### src/rtl/lcd_bus_pkg.sv
package lcd_bus_pkg;

  typedef enum logic [1:0] {
    PH_IDLE   = 2'd0,
    PH_SETUP  = 2'd1,
    PH_STROBE = 2'd2,
    PH_GAP    = 2'd3
  } phase_t;

endpackage

### src/rtl/lcd_phase_timer.sv
module lcd_phase_timer #(
  parameter int CNT_W = 8
) (
  input  logic             clk,
  input  logic             rst_n,
  input  logic             load,
  input  logic [CNT_W-1:0] len,
  output logic             last
);

  logic [CNT_W-1:0] cnt;

  always_ff @(posedge clk or negedge rst_n) begin
    if (!rst_n)          cnt <= '0;
    else if (load)       cnt <= len - 1'b1;
    else if (cnt != '0)  cnt <= cnt - 1'b1;
  end

  assign last = (cnt == '0);

  assert_len_nonzero_R5: assert property (@(posedge clk) disable iff (!rst_n)
    load |-> (len != '0));

  assert_count_down_R6: assert property (@(posedge clk) disable iff (!rst_n)
    (!load && cnt != '0) |=> (cnt == $past(cnt) - 1'b1));

endmodule

### src/rtl/lcd_bus_sequencer.sv
module lcd_bus_sequencer
  import lcd_bus_pkg::*;
#(
  parameter int DATA_W     = 16,
  parameter int CNT_W      = 8,
  parameter int SETUP_DEF  = 2,
  parameter int STROBE_DEF = 3,
  parameter int RDLAT_DEF  = 10
) (
  input  logic              clk,
  input  logic              rst_n,
  input  logic              req_valid,
  input  logic              req_rs,
  input  logic              req_read,
  input  logic [DATA_W-1:0] req_wdata,
  input  logic [CNT_W-1:0]  cfg_setup,
  input  logic [CNT_W-1:0]  cfg_strobe,
  input  logic [CNT_W-1:0]  cfg_rdlat,
  input  logic              timer_last,
  output phase_t            phase,
  output logic              timer_load,
  output logic [CNT_W-1:0]  timer_len,
  output logic              acc_rs,
  output logic              acc_rd,
  output logic [DATA_W-1:0] acc_wdata,
  output logic              capture
);

  localparam logic [CNT_W-1:0] SETUP_D  = CNT_W'(SETUP_DEF);
  localparam logic [CNT_W-1:0] STROBE_D = CNT_W'(STROBE_DEF);
  localparam logic [CNT_W-1:0] RDLAT_D  = CNT_W'(RDLAT_DEF);

  function automatic logic [CNT_W-1:0] pick(input logic [CNT_W-1:0] v,
                                            input logic [CNT_W-1:0] d);
    return (v == '0) ? d : v;
  endfunction

  phase_t           state, state_nx;
  logic [CNT_W-1:0] lat_strobe;
  logic [CNT_W-1:0] lat_rdlat;
  logic             accept;
  logic             setup_done;

  assign accept     = req_valid && (state == PH_IDLE);
  assign setup_done = (state == PH_SETUP) && timer_last;
  assign timer_load = accept || setup_done;
  assign timer_len  = accept ? pick(cfg_setup, SETUP_D)
                             : (acc_rd ? lat_rdlat : lat_strobe);
  assign capture    = (state == PH_STROBE) && timer_last && acc_rd;
  assign phase      = state;

  always_comb begin
    state_nx = state;
    unique case (state)
      PH_IDLE:   if (accept)     state_nx = PH_SETUP;
      PH_SETUP:  if (timer_last) state_nx = PH_STROBE;
      PH_STROBE: if (timer_last) state_nx = PH_GAP;
      PH_GAP:                    state_nx = PH_IDLE;
      default:                   state_nx = PH_IDLE;
    endcase
  end

  always_ff @(posedge clk or negedge rst_n) begin
    if (!rst_n) begin
      state      <= PH_IDLE;
      acc_rs     <= 1'b0;
      acc_rd     <= 1'b0;
      acc_wdata  <= '0;
      lat_strobe <= STROBE_D;
      lat_rdlat  <= RDLAT_D;
    end else begin
      state <= state_nx;
      if (accept) begin
        acc_rs     <= req_rs;
        acc_rd     <= req_read;
        acc_wdata  <= req_wdata;
        lat_strobe <= pick(cfg_strobe, STROBE_D);
        lat_rdlat  <= pick(cfg_rdlat, RDLAT_D);
      end
    end
  end

  assert_cfg_held_R10: assert property (@(posedge clk) disable iff (!rst_n)
    (state != PH_IDLE) |=> ($stable(lat_strobe) && $stable(lat_rdlat)));

  assert_attrs_held_R4: assert property (@(posedge clk) disable iff (!rst_n)
    (state != PH_IDLE) |=> ($stable(acc_rs) && $stable(acc_rd) && $stable(acc_wdata)));

  assert_gap_to_idle_R3: assert property (@(posedge clk) disable iff (!rst_n)
    (state == PH_GAP) |=> (state == PH_IDLE));

endmodule

### src/rtl/lcd_read_capture.sv
module lcd_read_capture #(
  parameter int DATA_W = 16
) (
  input  logic              clk,
  input  logic              rst_n,
  input  logic              capture,
  input  logic [DATA_W-1:0] din,
  output logic [DATA_W-1:0] rdata
);

  always_ff @(posedge clk or negedge rst_n) begin
    if (!rst_n)       rdata <= '0;
    else if (capture) rdata <= din;
  end

  assert_rdata_hold_R9: assert property (@(posedge clk) disable iff (!rst_n)
    !capture |=> $stable(rdata));

endmodule

### src/rtl/lcd_bus_master.sv
module lcd_bus_master
  import lcd_bus_pkg::*;
#(
  parameter int DATA_W     = 16,
  parameter int CNT_W      = 8,
  parameter int SETUP_DEF  = 2,
  parameter int STROBE_DEF = 3,
  parameter int RDLAT_DEF  = 10
) (
  input  logic              clk,
  input  logic              rst_n,
  input  logic              req_valid,
  output logic              req_ready,
  input  logic              req_rs,
  input  logic              req_read,
  input  logic [DATA_W-1:0] req_wdata,
  output logic              ack,
  output logic [DATA_W-1:0] rsp_rdata,
  input  logic [CNT_W-1:0]  cfg_setup,
  input  logic [CNT_W-1:0]  cfg_strobe,
  input  logic [CNT_W-1:0]  cfg_rdlat,
  output logic              lcd_cs_n,
  output logic              lcd_rs,
  output logic              lcd_wr_n,
  output logic              lcd_rd_n,
  output logic [DATA_W-1:0] lcd_dout,
  output logic              lcd_oe,
  input  logic [DATA_W-1:0] lcd_din
);

  phase_t            phase;
  logic              timer_load;
  logic [CNT_W-1:0]  timer_len;
  logic              timer_last;
  logic              acc_rs;
  logic              acc_rd;
  logic [DATA_W-1:0] acc_wdata;
  logic              capture;
  logic              in_access;

  lcd_bus_sequencer #(
    .DATA_W(DATA_W), .CNT_W(CNT_W), .SETUP_DEF(SETUP_DEF),
    .STROBE_DEF(STROBE_DEF), .RDLAT_DEF(RDLAT_DEF)
  ) u_seq (
    .clk(clk), .rst_n(rst_n), .req_valid(req_valid), .req_rs(req_rs),
    .req_read(req_read), .req_wdata(req_wdata), .cfg_setup(cfg_setup),
    .cfg_strobe(cfg_strobe), .cfg_rdlat(cfg_rdlat), .timer_last(timer_last),
    .phase(phase), .timer_load(timer_load), .timer_len(timer_len),
    .acc_rs(acc_rs), .acc_rd(acc_rd), .acc_wdata(acc_wdata), .capture(capture)
  );

  lcd_phase_timer #(.CNT_W(CNT_W)) u_timer (
    .clk(clk), .rst_n(rst_n), .load(timer_load), .len(timer_len), .last(timer_last)
  );

  lcd_read_capture #(.DATA_W(DATA_W)) u_cap (
    .clk(clk), .rst_n(rst_n), .capture(capture), .din(lcd_din), .rdata(rsp_rdata)
  );

  assign in_access = (phase == PH_SETUP) || (phase == PH_STROBE);
  assign req_ready = (phase == PH_IDLE);
  assign ack       = (phase == PH_GAP);
  assign lcd_cs_n  = !in_access;
  assign lcd_rs    = acc_rs;
  assign lcd_wr_n  = !((phase == PH_STROBE) && !acc_rd);
  assign lcd_rd_n  = !((phase == PH_STROBE) && acc_rd);
  assign lcd_oe    = in_access && !acc_rd;
  assign lcd_dout  = lcd_oe ? acc_wdata : '0;

  assert_strobe_excl_R6: assert property (@(posedge clk) disable iff (!rst_n)
    !(!lcd_wr_n && !lcd_rd_n));

  assert_strobe_in_cs_R3: assert property (@(posedge clk) disable iff (!rst_n)
    (!lcd_wr_n || !lcd_rd_n) |-> !lcd_cs_n);

  assert_oe_write_only_R8: assert property (@(posedge clk) disable iff (!rst_n)
    lcd_oe |-> (lcd_rd_n && !lcd_cs_n));

  assert_ack_pulse_R9: assert property (@(posedge clk) disable iff (!rst_n)
    ack |=> !ack);

  assert_ack_cs_high_R3: assert property (@(posedge clk) disable iff (!rst_n)
    ack |-> (lcd_cs_n && !req_ready));

  assert_rs_stable_R4: assert property (@(posedge clk) disable iff (!rst_n)
    (!lcd_cs_n && !$past(lcd_cs_n)) |-> $stable(lcd_rs));

  assert_busy_no_ready_R2: assert property (@(posedge clk) disable iff (!rst_n)
    (req_valid && req_ready) |=> !req_ready);

endmodule

### config.mk
export PLATFORM = sky130hd
export DESIGN_NAME = lcd_bus_master
export DESIGN_NICKNAME = d
export VERILOG_FILES = /design/src/rtl/lcd_bus_pkg.sv /design/src/rtl/lcd_phase_timer.sv /design/src/rtl/lcd_bus_sequencer.sv /design/src/rtl/lcd_read_capture.sv /design/src/rtl/lcd_bus_master.sv
export SDC_FILE = /design/constraint.sdc
export NUM_CORES = 1
export LEC_CHECK = 0
export ABC_CLOCK_PERIOD_IN_PS = 2600
export BUFFER_PORTS_ARGS = -buffer_cell sky130_fd_sc_hd__buf_2
export CAP_MARGIN = 0
export CORE_MARGIN = 8
export CORE_UTILIZATION = 50
export DETAILED_ROUTE_END_ITERATION = 8
export PLACE_DENSITY = 0.8
export SLEW_MARGIN = 10
export SYNTH_ARGS = -nofsm -noshare
export SYNTH_HDL_FRONTEND = slang
export SYNTH_SLANG_ARGS = --single-unit
### constraint.sdc
create_clock -name clk -period 2.6 [get_ports clk]
set_input_delay 0.26 -clock clk [delete_from_list [all_inputs] [get_ports clk]]
set_output_delay 0.26 -clock clk [all_outputs]
set_load 0.05 [all_outputs]
## Word-level counts from Yosys, hierarchy flattened

Index checks and enable logic that the tools add are counted.

| storage, ports and cells | value |
|---|---|
| flip-flop bits (word level) | 60 |
| bits of input ports | 61 |
| output and inout bits | 39 |

| cells by class | value |
|---|---|
| $add $sub $neg | 2 |
| equality and inequality tests | 6 |
| muxes and demuxes | 12 |
| reduce and logical (&&, ||, !) cells | 21 |

Operator list:

| kind | number |
|---|---|
| two-way mux 8 bit | 7 |
| logical NOT 8 bit | 4 |
| two-way mux 16 bit | 1 |
| subtractor 8 x 1 -> 8 bit, second input constant | 2 |
| case mux 2 bit (4 select lines) | 1 |
| nonzero test 8 bit | 1 |
| logical AND 1 bit | 7 |
| two-way mux 2 bit | 3 |
| != test 2 x 1 -> 1 bit, second input constant | 3 |
| == test 2 bit, second input constant | 2 |
| logical NOT 1 bit | 4 |
| AND reduction 3 bit | 1 |
| == test 2 x 1 -> 1 bit, second input constant | 1 |
| logical NOT 2 bit | 1 |
| logical OR 1 bit | 2 |
| nonzero test 2 bit | 1 |

## Logic depth before layout (Yosys ltp)

Gate-level depths: netlist of run 1.

| logic depth | value |
|---|---|
| word-level depth | 5 |
| mapped depth | 11 |
| depth with buffers taken out | 11 |

## Modules after synthesis

Synthesis of run 1 repeated with hierarchy kept, for this count alone.

| second synthesis, totals | value |
|---|---|
| cell total of the unflattened synthesis | 253 |
| area total of the unflattened synthesis | 3253.1 µm² |

Modules (own cells, without submodules):

| module | instances | cells an instance | area an instance (µm²) | seq. area each (µm²) |
|---|---|---|---|---|
| lcd_bus_sequencer | 1 | 132 | 1767.9 | 905.9 |
| lcd_read_capture | 1 | 34 | 649.4 | 400.4 |
| lcd_phase_timer | 1 | 60 | 601.8 | 200.2 |
| lcd_bus_master | 1 | 27 | 234.0 | 0.0 |

## Worst setup path after synthesis of run 1

Ideal clock, no wire load.

| timing path | value |
|---|---|
| kind | register -> output |
| start | reg u_seq.state[0] (netlist: u_seq.phase[0]) |
| end | out lcd_dout[10] |
| data arrival time | 2.336 ns |
| data required time | 2.340 ns |
| setup slack | 0.004 ns |
| stages on the path, launching flop included | 7 |
| buffers on the path | 1 |
| path through | dfrtp_1 -> inv_1 -> ha_1 -> inv_1 -> nor2_1 -> clkbuf_1 -> and2_1 |

| between the ends | value |
|---|---|
| word-level cells in the longest chain between the ends | 4 |
| elaborated cells between the ends (all ways) | 5 |
| classes of those cells | 2 x eq/ne; 1 x mux; 2 x reduce/logical |

Ends and longest elaborated chain:

| element | RTL line | RTL |
|---|---|---|
| start: declaration | lcd_bus_sequencer.sv:38 | `phase_t state, state_nx;` |
| start signal: assignment | lcd_bus_sequencer.sv:72 | `state <= state_nx;` |
| == test 2 x 1 -> 1 bit / == test 2 bit (equally long branches) | lcd_bus_master.sv:60 | `assign in_access = (phase == PH_SETUP) \|\| (phase == PH_STROBE);` |
| logical OR 1 bit (*) | lcd_bus_master.sv:60 |  |
| logical AND 1 bit (*) | lcd_bus_master.sv:67 | `assign lcd_oe = in_access && !acc_rd;` |
| named net lcd_oe | lcd_bus_master.sv:27 | `output logic lcd_oe,` |
| two-way mux 16 bit (*) | lcd_bus_master.sv:68 | `assign lcd_dout = lcd_oe ? acc_wdata : '0;` |
| end: declaration | lcd_bus_master.sv:26 | `output logic [DATA_W-1:0] lcd_dout,` |

The timed path passes the listed nets; every way through them passes the cells marked *.

## Worst setup path in the final report of run 1

| timing path | value |
|---|---|
| start | reg u_seq.state[0] (netlist: u_seq.phase[0]) |
| end | reg u_timer.cnt[7] |

| between the ends | value |
|---|---|
| word-level cells in the longest chain between the ends | 5 |
| elaborated cells between the ends (all ways) | 9 |
| classes of those cells | 1 x add/sub; 1 x eq/ne; 2 x mux; 5 x reduce/logical |

Ends and longest elaborated chain:

| element | RTL line | RTL |
|---|---|---|
| logical NOT 2 bit | lcd_bus_sequencer.sv:44 | `assign accept = req_valid && (state == PH_IDLE);` |
| logical AND 1 bit | lcd_bus_sequencer.sv:44 |  |
| two-way mux 8 bit | lcd_bus_sequencer.sv:47 | `assign timer_len = accept ? pick(cfg_setup, SETUP_D)` |
| subtractor 8 x 1 -> 8 bit | lcd_phase_timer.sv:15 | `else if (load) cnt <= len - 1'b1;` |
| two-way mux 8 bit | lcd_phase_timer.sv:15 |  |
| end signal: assignment | lcd_phase_timer.sv:15 |  |
| end signal: assignment | lcd_phase_timer.sv:16 | `else if (cnt != '0) cnt <= cnt - 1'b1;` |
| end: declaration | lcd_phase_timer.sv:11 | `logic [CNT_W-1:0] cnt;` |

Parallel ways exist; a longest one is shown, timed or not.
A chain may end at the register's enable or synchronous reset.

==> key figures, run 1 <==
Status
  – Status: finished clean

Clock network
  – CTS tree: built
  – Post-CTS resize count: 0
  – # Post-CTS Setup Buffers: 0
  – Inserted Clock Buffers: 9
  – Reg clk slew, reported paths: 0.07 ns
  – CTS Hold Bufs: 0
  – Clk sinks: 60
  – Clk_lat worst skew: 0.33 ns
  – H-Tree Level Count: 3
  – Root Buffer: clkbuf_8
  – Clk buf depth: 2

Setup path
  – CP required: 2.81 ns
  – CP Cell Sequence: inv_1, ha_1, nand2_2, buf_4, mux2i_1, o21ai_1, nor3_2, nand3b_1, mux2_1
  – Critical R2R Capture: u_timer.cnt[7]$_DFFE_PN0P_
  – WP buf/inv: 2
  – CP peak stage delay: 0.37 ns
  – Worst EP arrival: 2.62 ns
  – Reg2reg start: u_seq.phase[0]$_DFFE_PN0P_
  – Worst path top cell family by delay: multiplexers
  – R2R cell count: 9
  – CP Capture Point: u_timer.cnt[7]$_DFFE_PN0P_
  – Reg2Reg Setup Slack: 0.19 ns
  – CP Depth: 9
  – Worst path slowest cell: dfrtp_1
  – Critical-path maximum fanout: 21
  – Critical path class: reg -> reg
  – Crit start category: flop
  – Worst setup path startpoint: u_seq.phase[0]$_DFFE_PN0P_
  – Worst setup EP type: flop

Synth
  – Synth Warn #: 0
  – Number of synthesized flops with an enable pin: 0
  – Avg Cell Area, Syn: 10.1 um2
  – Cell taking the most area after synthesis: dfrtp_1
  – Cells after synthesis: 285
  – Post-synth top area share: 48.5%
  – Post-Syn Nets: 352
  – Synth Flop Type: dfrtp_1
  – Synth area leaders: dfrtp_1, nand2_1, mux2_2, and2_1, dfstp_2
  – Sequential area share after synthesis: 52.1%
  – Fraction of registers with async set/reset: 100%
  – Synthesized flop and latch total: 60
  – Count of cell types in the netlist: 40
  – Area of the mapped netlist: 2890 um2

Cells and area
  – Multi-input logic area: 1310 um2
  – Fill count: 467
  – Fraction of layout cells with a size suffix above 1: 39.5%
  – Utilization after layout: 65.7%
  – Diodes inserted: 0
  – Area Overhead vs Synth: 26.0%
  – Storage cell area: 1510 um2
  – Nets: 458

Route
  – 1st-pass router iterations: 4
  – Vias per cell: 5.05
  – Remaining antenna violation count: 0
  – Residual DRC count: 0
  – 1st-iter DRT viols: 65
  – Drt wl/cell: 15.4 um
  – Final wirelength: 7210 um
  – Vias: 2357

Timing
  – Upper clock frequency limit: 0.415 GHz
  – Setup TNS: 0 ns
  – Final hold viol count: 0
  – Clock skew: 0.00911 ns
  – Slew Viols, Final: 0
  – Worst setup margin: 0.189 ns
  – Worst-Margin Slew: 0.744 ns
  – Relative slew margins: 50.4%
  – Min Hold Slack: 0.0775 ns
  – Final Critical Period: 2.41 ns
  – Unrepaired setup endpoints after global routing: false
  – Fin crit share: 92.7%
  – Final setup fails: 0

Global route
  – Pin count of the biggest net entering global routing: 61
  – Gr ovfl total: 0
  – GRT Total Usage: 17.5%
  – First-pass GRT wire length: 12000 um
  – Number of global-route vias before repair: 2529
  – Initial antenna violation count: 0

Floorplanning
  – Initial Utilization: 52.1%
  – Num ports: 100
  – Row count: 27
  – Die height: 92.0 um
  – Core area: 5540 um2
  – DIE AREA: 8470 um2
  – Chip width: 92.0 um

Hold path
  – Tightest Hold Check Type: in -> async

Place
  – Gpl congestion: 0.861
  – IO buf count: 99
  – DP Worst Slack: 0.205 ns
  – Hpwl dp: 5500 um

Power
  – PD cells: 1230 nW/um2
  – Worst VDD drop: 970 uV
  – Leakage power total: 1.96 nW

Run
  – Max_cap viols: 0
==> synth_stat cells, drive strengths merged (2+ instances only) <==
cell type / instances
a21oi: 5
a41oi: 2
and2: 17
buf: 3
clkbuf: 8
dfrtp: 56
dfstp: 4
ha: 6
inv: 6
mux2: 19
mux2i: 9
nand2: 94
nand2b: 2
nor2: 17
nor3: 5
nor4: 4
o21ai: 8
o22a: 4
o22ai: 3
or4: 4
xnor2: 3
==> state kept, by name, indices dropped and copies added (netlist names) <==
name and count:
u_seq.lat_rdlat 8, u_seq.lat_strobe 8, u_cap.rdata 16, u_seq.acc_rd 1, u_seq.acc_wdata 16, u_seq.acc_rs 1
u_timer.cnt 8, u_seq.phase 2
==> metal layers <==
| metal | up-vias | global-route usage, % | routed length [um] |
|---|---|---|---|
| li1 | 1156 | - | - |
| met1 | 1115 | 20.7 | 3120 |
| met5 | - | 0 | 0 |
| met2 | 78 | 28.3 | 3560 |
| met4 | 0 | 7.52 | 107 |
| met3 | 8 | 5.79 | 416 |
==> how the worst min path moves through the flow <==
stage                                     from                         endpoint  cells past startpoint
2_1_floorplan                            rst_n       u_cap.rdata[0]$_DFFE_PN0P_                      0
3_3_place_gp    u_seq.acc_wdata[1]$_DFFE_PN0N_   u_seq.acc_wdata[1]$_DFFE_PN0N_                      2
3_5_place_dp   u_seq.acc_wdata[15]$_DFFE_PN0N_  u_seq.acc_wdata[15]$_DFFE_PN0N_                      2
4_1_cts                                  rst_n  u_seq.acc_wdata[11]$_DFFE_PN0N_                      2
5_1_grt                           req_wdata[4]   u_seq.acc_wdata[4]$_DFFE_PN0N_                      3
6_report                                 rst_n  u_seq.acc_wdata[13]$_DFFE_PN0N_                      2
==> per-stage QoR <==
step / std cells / power, mW / area, um2
2_1_floorplan: 285 / 3.20 / 2890
3_5_place_dp: 452 / 3.78 / 3470
5_1_grt: 467 / 4.77 / 3640
6_report: 467 / 4.48 / 3640
3_3_place_gp: 452 / 3.71 / 3470
4_1_cts: 467 / 4.51 / 3630
==> layout make-up <==
| cell class | count | share of cell area (%) |
|---|---|---|
| clock buffer | 10 | 3.78 |
| clock inverter | 5 | 0.791 |
| inverter | 6 | 0.619 |
| multi-input combinational | 208 | 35.9 |
| sequential | 60 | 41.4 |
| tap | 72 | 2.48 |
| timing repair buffer | 106 | 15.1 |
==> report_power, final <==
part	internal, mW	switching, mW
Combinational	0.700	1.52
Sequential	1.31	0.241
Clock	0.361	0.352
==> cells in the final DEF (no fill, tap or decap), drive strengths merged <==
cell type  synthesis  routed
nand3b             1       1
dfstp              4       4
dfrtp             56      56
nand2             94      94
o22a               4       4
ha                 6       6
inv                6       6
a211oi             1       1
or4                4       4
and2              17      17
nor2              17      17
o21ai              8       8
o211ai             1       1
xnor2              3       3
nor3               5       5
nand2b             2       2
o22ai              3       3
a41oi              2       2
a21oi              5       5
clkbuf             8      10
mux2i              9       9
nand4              1       1
o21a               1       1
mux2              19      19
buf                3     106
nor4               4       4
and3               1       1
clkinv             0       5
==> logic make-up after synthesis <==
kind of cell               count (synthesis)  share of synthesized area, %
buffers and inverters                     17                          2.86
muxes                                     28                          10.5
DFF                                       60                          52.1
and+or+nand+nor                          146                          24.9
adders and majority gates                  6                          2.60
AOI/OAI and AO/OA                         25                          6.06
xor gates and xnor gates                   3                         0.910
(Power assumes the default switching activity.)
==> inputs of run 2 (changes only) <==
- ABC_AREA: unset -> 1
- PLACE_DENSITY: 0.8 -> 0.79
==> run 2 against run 1 <==
  * Fmax is 5.3% higher
  * Cell count grew 14%
  * Count of clock-buffer cells in the layout is 4 higher
  * Die area rose by 3.0%
  * Worst setup slack gained 0.12 ns
  * Total power is 59% lower
  * Core utilization is 1.7 points lower
  * Cell area increased by 2.9%
  * Register-to-register slack improved by 0.12 ns
  * Critical path depth rose by 5
  * Highest routed layer unchanged
==> key figures, run 2 <==
Status
  – Status: finished clean

Global route
  – GRT Total Usage: 17.7% (+0.22 points)
  – Number of global-route vias before repair: 2695 (+6.6%)
  – Gr ovfl total: 0 (unchanged)
  – Pin count of the biggest net entering global routing: 46 (-25%)
  – M1 GR Usage: 20.8% (+0.10 points)
  – Grt peak-use layer: met2
  – Met2 usage in global routing: 28.4% (+0.13 points)
  – First-pass GRT wire length: 12300 um (+2.2%)
  – Routing usage on met3: 6.89% (+1.1 points)
  – Initial antenna violation count: 0 (unchanged)

Route
  – 1st-pass router iterations: 4 (unchanged)
  – 1st-iter DRT viols: 142 (+120%)
  – Residual DRC count: 0 (unchanged)
  – Vias per cell: 4.96 (-1.8%)
  – Vias: 2646 (+12%)
  – Drt wl/cell: 13.8 um (-11%)
  – Final wirelength: 7370 um (+2.2%)
  – Remaining antenna violation count: 0 (unchanged)

Setup path
  – Crit start category: flop
  – CP peak stage delay: 0.39 ns (+0.02 ns)
  – Critical path class: reg -> reg
  – Worst path slowest cell: dfrtp_1
  – Worst setup EP type: flop
  – WP buf/inv: 3 (+1)
  – Critical-path maximum fanout: 10 (-52%)
  – CP required: 2.85 ns (+0.04 ns)
  – Worst EP arrival: 2.54 ns (-0.08 ns)
  – Worst path top cell family by delay: simple AND/OR/NAND/NOR gates
  – CP Cell Sequence: inv_1, ha_1, nand2_2, clkinvlp_4, nand2_1, o21ai_0, nand2_1, o21ai_2, inv_1, ha_1, nand2_2, nor2_2, nand3_1, a21oi_1

Place
  – Gpl congestion: 0.912 (+5.9%)
  – IO buf count: 99 (unchanged)
  – Placed cells: 516 (+14%)
  – Placed inst area: 3550 um2 (+2.5%)
  – Hpwl dp: 5710 um (+3.8%)

Cells and area
  – Finished layout cell area: 3740 um2 (+2.9%)
  – Fraction of layout cells with a size suffix above 1: 34.9% (-4.6 points)
  – Top flop regs: u_cap.rdata: 16 flops, u_seq.acc_wdata: 16 flops
  – Non-filler cells, final: 534 (+14%)
  – Most frequent cells in the layout: buf_2, nand2_1, dfrtp_1
  – Utilization after layout: 64.0% (-1.7 points)
  – Area Overhead vs Synth: 25.1%
  – Most common cell after layout, fill and taps aside: buf_2
  – Nets: 520 (+14%)

Floorplanning
  – Core area: 5850 um2 (+5.6%)
  – Initial Utilization: 51.2% (-0.97 points)
  – Num ports: 100 (unchanged)
  – DIE AREA: 8720 um2 (+3.0%)
  – Chip width: 93.4 um (+1.5%)
  – Die height: 93.4 um (+1.5%)
  – Row count: 28 (+3.7%)

Timing
  – Upper clock frequency limit: 0.437 GHz (+5.3%)
  – Min Hold Slack: 0.127 ns (+0.0490 ns)
  – Final Critical Period: 2.29 ns (-0.122 ns)
  – Setup TNS: 0 ns (unchanged)
  – Final setup fails: 0 (unchanged)
  – Unrepaired setup endpoints after global routing: false
  – Clock skew: 0.00695 ns (-0.00216 ns)
  – Fin crit share: 88.0% (-4.7 points)
  – Relative slew margins: 68.4% (+18 points)
  – Final hold viol count: 0 (unchanged)
  – Worst-Margin Slew: 0.473 ns (-0.272 ns)
  – Slew Viols, Final: 0 (unchanged)

Synth
  – Area of the mapped netlist: 2990 um2 (+3.6%)
  – Post-Syn Nets: 417 (+18%)
  – Mux contribution to synthesized area: 6.02% (-4.5 points)
  – Sequential area share after synthesis: 50.3% (-1.8 points)
  – Synth area leaders: dfrtp_1, nand2_1, o21ai_0, mux2_2, inv_1
  – Cell taking the most area after synthesis: dfrtp_1
  – Synth top cells by count: nand2_1, dfrtp_1, inv_1, o21ai_0, nor2_1
  – Synth Flop Type: dfrtp_1
  – Synthesized flop and latch total: 60 (unchanged)
  – Largest family of logic cells by synthesized area: simple AND/OR/NAND/NOR gates
  – Synth Area in Compound Gates: 10.4% (+4.3 points)
  – Synth Area in XOR/XNOR: 0% (-0.91 points)
  – Synth Warn #: 0 (unchanged)
  – Number of synthesized flops with an enable pin: 0 (unchanged)
  – Post-synth top area share: 46.8% (-1.7 points)
  – Avg Cell Area, Syn: 8.55 um2 (-16%)
  – Most common cell in the netlist: nand2_1
  – Synth Area in Simple Gates: 22.6% (-2.3 points)
  – Synth Area in Adders: 2.51% (-0.091 points)
  – Fraction of registers with async set/reset: 100% (unchanged)
  – Count of cell types in the netlist: 34 (-15%)
  – Cells after synthesis: 350 (+23%)

Clock network
  – H-Tree Level Count: 3 (unchanged)
  – # Post-CTS Setup Buffers: 0 (unchanged)
  – Reg clk slew, reported paths: 0.06 ns (about the same)
  – Inserted Clock Buffers: 9 (unchanged)
  – CTS tree: built
  – Root Buffer: clkbuf_8
  – Clk sinks: 60 (unchanged)
  – Clk_lat worst skew: 0.33 ns (about the same)
  – Clk buf depth: 2 (unchanged)

Hold path
  – Tightest Hold Check Type: in -> reg

Power
  – Worst VDD drop: 429 uV (-56%)
  – Leakage power total: 2.02 nW (+3.0%)
  – PD cells: 490 nW/um2 (-60%)

Run
  – Max_cap viols: 0 (unchanged)
## run 2: changes by cell type after synthesis, sizes merged, moves of 9 or more
cell | previous run | this run
o21ai | 8 | 47
inv | 6 | 46
mux2i | 9 | 0
nor2 | 17 | 43
and2 | 17 | 0
## run 2: final cells by class
type | instances | area (um2)
diodes | 1 | 2.50
clock buffers | 14 | 163
clock inverters | 2 | 10.0
fillers | 511 | 2110
inverters | 47 | 180
multi-input cells | 230 | 1250
flip-flops and latches | 60 | 1510
well taps | 75 | 93.8
repair buffers | 105 | 543
## run 2: per-layer routing
layer	wire, um	share of wire (%)
met1	3000	41
met2	3590	49
met3	683	9.3
met4	96	1.3
met5	0	0
## run 2: timing repair
| action | 4_1_cts | 5_1_grt |
|---|---|---|
| hold endpoints to repair | 15 | 0 |
| gates resized for setup | 0 | 2 |
| hold buffers | 1 | 0 |
| endpoints found under the setup margin | 0 | 3 |
## run 2: stage by stage
stage | power, mW | worst slack, ns
2_1_floorplan | 1.03 | -0.198
3_3_place_gp | 1.12 | 0.335
3_5_place_dp | 1.12 | 0.198
4_1_cts | 1.85 | 0.152
5_1_grt | 1.91 | 0.0721
6_report | 1.83 | 0.311
## run 2: path summary, 6_finish.rpt
| check | start | to | slack (ns) | cells after the start |
|---|---|---|---|---|
| worst max-delay path | u_seq.phase[0]$_DFFE_PN0P_ | u_timer.cnt[6]$_DFFE_PN0P_ | 0.31 | 14 |
| worst min-delay path | req_rs | u_seq.acc_rs$_DFFE_PN0N_ | 0.13 | 3 |
| worst max register to register | u_seq.phase[0]$_DFFE_PN0P_ | u_timer.cnt[6]$_DFFE_PN0P_ | 0.31 | 14 |
| worst min register to register | u_seq.lat_strobe[0]$_DFFE_PN1N_ | u_seq.lat_strobe[0]$_DFFE_PN1N_ | 0.47 | 2 |
| max in group asynchronous | rst_n | u_cap.rdata[14]$_DFFE_PN0P_ | 1.54 | 3 |
| min in group asynchronous | rst_n | u_seq.acc_wdata[1]$_DFFE_PN0N_ | 0.41 | 2 |
## run 2: cells by family after synthesis
group,Yosys count
multiplexers,16
buffers and inverters,60
adder cells (fa/ha/maj),6
AND/OR/NAND/NOR,149
flip-flops,60
AO/OA/AOI/OAI,59
## run 2: report_power, final
group / internal (mW) / total (mW) / switching [mW]
registers: 0.947 / 0.953 / 0.00577
clock network: 0.396 / 0.733 / 0.337
logic: 0.0551 / 0.148 / 0.0933
## run 2: tightest hold or removal path: cells and delay by family
family | cells | cell delay [ns]
and+or+nand+nor | 2 | 0.09
buffers and inverters | 1 | 0.08
